--- src/rtl/camcap_pkg.sv ---
package camcap_pkg;

    localparam int CAM_W  = 10;
    localparam int BYTE_W = 8;
    localparam int WORD_W = 16;
    localparam int BYTE_LSB = CAM_W - BYTE_W;

    // one oversampled camera sample, already reduced to the captured byte
    typedef struct packed {
        logic              fv;
        logic              lv;
        logic [BYTE_W-1:0] bval;
    } cam_sample_t;

    typedef enum logic {
        ARM_IDLE = 1'b0,
        ARM_LIVE = 1'b1
    } arm_state_t;

    function automatic logic [BYTE_W-1:0] pick_byte(input logic [CAM_W-1:0] d);
        return d[CAM_W-1 -: BYTE_W];
    endfunction

    function automatic logic [WORD_W-1:0] pad_word(input logic [BYTE_W-1:0] b);
        return {{(WORD_W-BYTE_W){1'b0}}, b};
    endfunction

endpackage

--- src/rtl/cam_edge_sample.sv ---
module cam_edge_sample
    import camcap_pkg::*;
#(
    parameter int SYNC_STAGES = 2
) (
    input  logic        clk,
    input  logic        rst,
    input  logic        pclk_in,
    input  cam_sample_t smp_in,
    input  logic        fall_sel,
    output logic        evt,
    output cam_sample_t smp
);

    localparam int S = SYNC_STAGES;

    logic [S:0]  pclk_q;
    logic [S:0]  fill_q;
    cam_sample_t smp_q [S];

    always_ff @(posedge clk) begin
        if (rst) begin
            pclk_q <= '0;
            fill_q <= '0;
        end else begin
            pclk_q <= {pclk_q[S-1:0], pclk_in};
            fill_q <= {fill_q[S-1:0], 1'b1};
        end
    end

    generate
        for (genvar i = 0; i < S; i++) begin : g_stage
            if (i == 0) begin : g_first
                always_ff @(posedge clk) begin
                    if (rst) smp_q[i] <= '0;
                    else     smp_q[i] <= smp_in;
                end
            end else begin : g_next
                always_ff @(posedge clk) begin
                    if (rst) smp_q[i] <= '0;
                    else     smp_q[i] <= smp_q[i-1];
                end
            end
        end
    endgenerate

    // transition between the two oldest pclk stages, in the chosen direction
    always_comb begin
        evt = fill_q[S] & (pclk_q[S-1] ^ pclk_q[S]) & (pclk_q[S-1] == ~fall_sel);
        smp = smp_q[S-1];
    end

endmodule

--- src/rtl/cam_frame_arm.sv ---
module cam_frame_arm
    import camcap_pkg::*;
(
    input  logic clk,
    input  logic rst,
    input  logic evt,
    input  logic smp_fv,
    input  logic smp_lv,
    input  logic enable,
    output logic take
);

    arm_state_t state;
    logic       fv_prev;
    logic       frame_start;

    assign frame_start = smp_fv & ~fv_prev;

    always_ff @(posedge clk) begin
        if (rst) begin
            state   <= ARM_IDLE;
            fv_prev <= 1'b1;   // assume a frame is already running
        end else begin
            if (!enable)
                state <= ARM_IDLE;
            else if (evt && frame_start)
                state <= ARM_LIVE;
            if (evt)
                fv_prev <= smp_fv;
        end
    end

    always_comb begin
        take = evt & enable & smp_fv & smp_lv &
               ((state == ARM_LIVE) | frame_start);
    end

    AST_ARM_NEEDS_START: assert property (@(posedge clk) disable iff (rst)
        (state == ARM_IDLE) && enable && evt && !(smp_fv && !fv_prev) |=> (state == ARM_IDLE));

endmodule

--- src/rtl/cam_word_pack.sv ---
module cam_word_pack
    import camcap_pkg::*;
(
    input  logic              clk,
    input  logic              rst,
    input  logic              take,
    input  logic              ovf,
    input  logic [BYTE_W-1:0] bval,
    output logic              push,
    output logic [WORD_W-1:0] push_data
);

    always_ff @(posedge clk) begin
        if (rst) begin
            push      <= 1'b0;
            push_data <= '0;
        end else begin
            push <= take & ~ovf;
            if (take && !ovf)
                push_data <= pad_word(bval);
        end
    end

    AST_NO_PUSH_OVF: assert property (@(posedge clk) disable iff (rst)
        push |-> !$past(ovf));
    AST_UPPER_ZERO: assert property (@(posedge clk) disable iff (rst)
        push |-> (push_data[WORD_W-1:BYTE_W] == '0));

endmodule

--- src/rtl/cam_capture_front.sv ---
module cam_capture_front
    import camcap_pkg::*;
#(
    parameter int SYNC_STAGES = 2
) (
    input  logic              clk,
    input  logic              rst,
    input  logic              cfg_enable,
    input  logic              cfg_fall_edge,
    input  logic              fifo_ovf,
    input  logic              cam_pclk,
    input  logic              cam_fv,
    input  logic              cam_lv,
    input  logic [CAM_W-1:0]  cam_d,
    output logic              push,
    output logic [WORD_W-1:0] push_data
);

    cam_sample_t raw_smp;
    cam_sample_t smp;
    logic        evt;
    logic        take;
    logic        unused_low_bits;

    assign raw_smp = '{fv: cam_fv, lv: cam_lv, bval: pick_byte(cam_d)};
    assign unused_low_bits = ^cam_d[BYTE_LSB-1:0];

    cam_edge_sample #(.SYNC_STAGES(SYNC_STAGES)) u_edge (
        .clk      (clk),
        .rst      (rst),
        .pclk_in  (cam_pclk),
        .smp_in   (raw_smp),
        .fall_sel (cfg_fall_edge),
        .evt      (evt),
        .smp      (smp)
    );

    cam_frame_arm u_arm (
        .clk    (clk),
        .rst    (rst),
        .evt    (evt),
        .smp_fv (smp.fv),
        .smp_lv (smp.lv),
        .enable (cfg_enable),
        .take   (take)
    );

    cam_word_pack u_pack (
        .clk       (clk),
        .rst       (rst),
        .take      (take),
        .ovf       (fifo_ovf),
        .bval      (smp.bval),
        .push      (push),
        .push_data (push_data)
    );

    AST_PUSH_IN_LINE: assert property (@(posedge clk) disable iff (rst)
        push |-> $past(evt && smp.fv && smp.lv));
    AST_PUSH_NEEDS_EN: assert property (@(posedge clk) disable iff (rst)
        push |-> $past(cfg_enable));
    AST_QUIET_AFTER_RST: assert property (@(posedge clk) disable iff (rst)
        $past(rst) |-> !push);

endmodule

--- config.mk ---
export PLATFORM = sky130hd
export DESIGN_NAME = cam_capture_front
export DESIGN_NICKNAME = d
export VERILOG_FILES = /design/src/rtl/camcap_pkg.sv /design/src/rtl/cam_edge_sample.sv /design/src/rtl/cam_frame_arm.sv /design/src/rtl/cam_word_pack.sv /design/src/rtl/cam_capture_front.sv
export SDC_FILE = /design/constraint.sdc
export NUM_CORES = 1
export LEC_CHECK = 0
export BUFFER_PORTS_ARGS = -buffer_cell sky130_fd_sc_hd__buf_4
export CORE_ASPECT_RATIO = 1.1
export CORE_MARGIN = 2
export CORE_UTILIZATION = 35
export DETAILED_ROUTE_END_ITERATION = 12
export GPL_ROUTABILITY_DRIVEN = 0
export PLACE_DENSITY = 0.58
export REMOVE_ABC_BUFFERS = 1
export SLEW_MARGIN = 20
export SYNTH_ARGS = -nofsm -noshare
export SYNTH_HDL_FRONTEND = slang
export SYNTH_HIERARCHICAL = 1
export SYNTH_SLANG_ARGS = --single-unit
--- constraint.sdc ---
create_clock -name clk -period 1.38 [get_ports clk]
set_input_delay 0.207 -clock clk [delete_from_list [all_inputs] [get_ports clk]]
set_output_delay 0.207 -clock clk [all_outputs]
set_load 0.01 [all_outputs]
Word-level counts from Yosys, hierarchy flattened
Memory sizes are Yosys's and may differ from the RTL's. Index checks and enable logic that the tools add are counted.

Eq/ne operators: 1. Mux-type cells: 6. Bitwise operators: 16. Reductions and logical operators: 4.

Operator list (number): $mux 10 (2); $and 1x1->1 (8); $mux 1 (4); $not 1->1 (4); $or 1x1->1 (3); $logic_and 1x1->1 (2); $reduce_or 2->1 (1); $eq 1x1->1 (1); $logic_not 1->1 (1); $xor 1x1->1 (1).

Register bits: 17. Memory bits (writable): 20. Output and inout bits: 17. Word-level logic and storage cells: 35. Memories kept: 1.

Memory list: u_edge.smp_q (depth 2, width 10, read ports 2, clocked after Yosys merged registers in 0, wr ports 2, line cam_edge_sample.sv:19) `cam_sample_t smp_q [S];`.

Depth between registers and ports, before layout
Depth after elaboration: 8. Gate-level depth with buffers: 6. Gate-level depth less buffers: 6.

Cells and area by module
Netlist, hierarchy kept.

By module, submodules not included: cam_edge_sample (instances 1, cells each 57, area an instance 721.9 um2); cam_word_pack (instances 1, cells each 45, area an instance 446.7 um2); cam_frame_arm (instances 1, cells each 10, area an instance 88.8 um2).

Worst setup path after synthesis
Ideal clock, no wire load.

Kind: flip-flop to flip-flop. Start point: reg u_edge.pclk_q[1]. End point: reg u_pack.push_data[0]. Arrival time: 1.378 ns. Setup slack: -0.120 ns. Cell stages (with the launch flop): 7. Clock period less this slack: 1.500 ns. Cell sequence: dfxtp_1 > nand4b_1 > nand2_1 > nand4_1 > a21oi_1 > and2b_4 > o21ai_0.

Cells in the longest elaborated chain, start to end: 8.

RTL lines: start, declared (line cam_edge_sample.sv:17) `logic [S:0] pclk_q;`; start signal, assigned (line cam_edge_sample.sv:26) `pclk_q <= {pclk_q[S-1:0], pclk_in};`; $xor 1x1->1 (line cam_edge_sample.sv:49) `evt = fill_q[S] & (pclk_q[S-1] ^ pclk_q[S]) & (pclk_q[S-1] == ~fall_sel);`; $and 1x1->1 (line cam_edge_sample.sv:49); $and 1x1->1 (*) (line cam_edge_sample.sv:49); net evt (line cam_capture_front.sv:21) `logic evt;`; $and 1x1->1 (*) (4 in a row) (line cam_frame_arm.sv:34) `take = evt & enable & smp_fv & smp_lv &`; net take (line cam_capture_front.sv:22) `logic take;`; $logic_and 1x1->1 (*) (line cam_word_pack.sv:19) `if (take && !ovf)`; end signal, assigned (line cam_word_pack.sv:20) `push_data <= pad_word(bval);`; end, declared (line cam_word_pack.sv:10) `output logic [WORD_W-1:0] push_data`.

The timed path passes the listed nets; every way through them passes the cells marked *. A chain may end at the register's enable or synchronous reset.

Worst setup path after layout
Start point: reg u_edge.pclk_q[1]. End point: reg u_pack.push_data[1].

Same word-level chain as after synthesis.

==> run_results.csv <==
group,metric,value,unit
run_status,status,"finished, final reports clean",
worst_setup_path,crit_chain,"nand4b_1 > nand2_1 > nand4_1 > a21oi_2 > and2b_4 > o21ai_0",
routing,via_per_inst,3.99,
power,power_density,1140,mW/mm²
timing,fmax,799,MHz
clock_tree,h-tree-depth,2,
clock_tree,clkTransAtPathRegs,0.10,ns
routing,drc_errors,0,
routing,drtAntennaViolNets,0,
final_layout,nFillCells,340,
clock_tree,cts_buffer_depth,2,
timing,skew,0.00836,ns
synth,syn_inst,112,
synth,synth.most_common_cell,"dfxtp_1",
synth,netlist_area,0.00126,mm²
worst_setup_path,startpoint_type,"flop",
worst_setup_path,crit_buf_inv,0,
final_layout,drive_gt1_share,24.6,%
placement,place_inst,182,
timing,period_share,90.7,%
worst_setup_path,setup.worst_path.class,"flop to flop",
clock_tree,post-cts-setup-buffer-count,0,
timing,rsz0062_at_grt,"yes",
synth,synth-main-ff-cell,"dfxtp_1",
flow_run,max-cap-violations,0,
grt,antenna_found_initial,0,
placement,place_hpwl,1160,µm
hold_path,hp-class,"input port to flop",
synth,synthTopCellsByArea,"dfxtp_1 (59%), nor2b_1 (12%), nand4bb_1 (8.1%), buf_4 (6.0%), nand2b_1 (4.5%)",
timing,period_minus_slack,1.25,ns
worst_setup_path,cp_max_fo,9,
synth,synth_enable_flop_cells,0,
routing,avgRoutedWirePerCell,9.03,µm
grt,globalRouteOverflowTotal,0,
placement,preCtsSetupSlack,0.0473,ns
synth,synth_top_area_share,58.9,%
synth,yosysTopAreaCell,"dfxtp_1",
worst_setup_path,cpLargestDelayFamily,"simple AND/OR/NAND/NOR gates",
synth,synthTopCellsByCount,"dfxtp_1 (37), nor2b_1 (24), buf_4 (10), nand2b_1 (9), nand4bb_1 (9)",
final_layout,multiInputGateArea,459,µm²
synth,yosysWarnings,6,
floorplanning,core_area,0.00339,mm²
synth,syn_area_per_cell,11.2,µm²
floorplanning,io-pin-count,35,
routing,drt-initial-drc-count,3,
synth,synth_cell_types,18,
worst_setup_path,critical_path_arrival,1.46,ns
worst_setup_path,critPathMaxStageDelay,0.33,ns
grt,grt_max_degree,46,
worst_setup_path,crit_required,1.59,ns
timing,finalMaxSlewViolations,0,
worst_setup_path,endpoint_kind,"flop",
timing,timing.final.ws_setup,0.128,ns
timing,hold_violations,0,
floorplanning,fp.dieH,66.9,µm
worst_setup_path,crit_slowest_cell,"dfxtp_1",
placement,portBuffers,24,
clock_tree,cts_tree,"built",
synth,async_flop_share,0,%
clock_tree,clkLatencyLatePin,0.32,ns
synth,yosys_register_bits,37,
floorplanning,die-area,0.00409,mm²
power,peakVddDrop,725,µV
clock_tree,cts_buffers,5,
routing,drt_wl_total,1720,µm
routing,via_count,759,
power,p_leak,0.629,nW
grt,grt_pass1_wl,2810,µm
final_layout,area_growth,20.4,%
final_layout,nets,159,
floorplanning,initial_core_util,37.1,%
final_layout,antenna_cells,0,
routing,firstDrtPassIters,4,
synth,yosysSeqAreaShare,58.9,%
timing,finalSetupViolations,0,
floorplanning,row_count,22,
floorplanning,die_w,61.2,µm
final_layout,fin_util,44.7,%
clock_tree,cts_root_buffer,"clkbuf_4",
final_layout,regArea,741,µm²
grt,grt_pass1_vias,661,
clock_tree,clock_sinks,37,
final_layout,stdcell_count,190,
grt,grt.total_usage,9.87,%
power breakdown:
part	internal, W	total, W	switching [W]
Sequential	0.00110	0.00111	0.00000809
Combinational	0.0000579	0.0000968	0.0000389
Clock	0.000194	0.000513	0.000319
cells by family (layout without fill, tap and decap cells):
family | count (synthesis) | in the layout | synth area share, %
AND/OR/NAND/NOR | 50 | 50 | 29.2
flip-flops | 37 | 37 | 58.9
buffers and inverters | 13 | 36 | 6.96
AO/OA/AOI/OAI | 11 | 11 | 4.68
other | 1 | 8 | 0.298
per-layer routing:
| metal | track usage [%] | part of all wire (%) | wire [µm] |
|---|---|---|---|
| met2 | 15.0 | 44 | 752 |
| met3 | 5.83 | 5.7 | 97 |
| met5 | 0 | 0 | 0 |
| met4 | 6.52 | 2.8 | 48 |
| met1 | 9.95 | 48 | 816 |
flip-flops by register name, indices dropped and copies added, names as in the netlist:
name	flops
u_edge/smp_q	20
u_pack/push_data	8
u_edge/fill_q	3
u_edge/pclk_q	3
u_arm/fv_prev	1
u_arm/state	1
u_pack/push	1
worst paths after layout:
check                               from                               end  slack (ns)  cells past startpoint
max          u_edge/pclk_q[1]$_SDFF_PP0_  u_pack/push_data[1]$_SDFFE_PP0P_        0.13                      6
min                             cam_d[7]     u_edge/smp_q[0][5]$_SDFF_PP0_        0.08                      2
min reg2reg     u_edge/fill_q[0]$_DFF_P_       u_edge/fill_q[1]$_SDFF_PP0_        0.45                      1
max reg2reg  u_edge/pclk_q[1]$_SDFF_PP0_  u_pack/push_data[1]$_SDFFE_PP0P_        0.13                      6
cell type report:
| class | instances | area share, % |
|---|---|---|
| clock buffers | 6 | 2.73 |
| inverters | 2 | 0.496 |
| multi-input cells | 69 | 30.3 |
| flip-flops and latches | 37 | 48.9 |
| well taps | 48 | 3.97 |
| repair buffers | 26 | 12.9 |
| clock inverters | 2 | 0.661 |
metrics by stage:
stage / power, W / setup TNS (ns) / hold WS, ns / cell area [µm²]
5_1_grt: 0.00182 / -0.0511 / 0.0544 / 1510
6_report: 0.00172 / 0 / 0.0817 / 1510
4_1_cts: 0.00176 / 0 / 0.0560 / 1510
2_1_floorplan: 0.00118 / -0.971 / 0.264 / 1200
3_5_place_dp: 0.00123 / 0 / 0.421 / 1460
3_3_place_gp: 0.00123 / 0 / 0.418 / 1460
worst reg2reg max path: stages, from the launching register on:
cell and delay [ns]:
dfxtp_1 0.33, nand4b_1 0.16, nand2_1 0.09, nand4_1 0.10, a21oi_2 0.14, and2b_4 0.22, o21ai_0 0.10
cells in the final DEF, fill, tap and decap left out, types with 2 or more instances in the layout:
cell / Yosys / routed
o21ai_1: 5 / 5
clkbuf_4: 0 / 5
conb_1: 1 / 8
nor2b_1: 24 / 24
inv_1: 2 / 2
clkinv_2: 0 / 2
nand2b_1: 9 / 9
nand4bb_1: 9 / 9
buf_4: 10 / 26
dfxtp_1: 37 / 37
and2b_1: 3 / 3
o21ai_0: 3 / 3
timing repair:
item,4_1_cts,5_1_grt
hold buffers,0,0
gates resized for setup,0,1
endpoints found under the setup margin,0,9
Note: power is estimated with default switching activity, not from simulation.
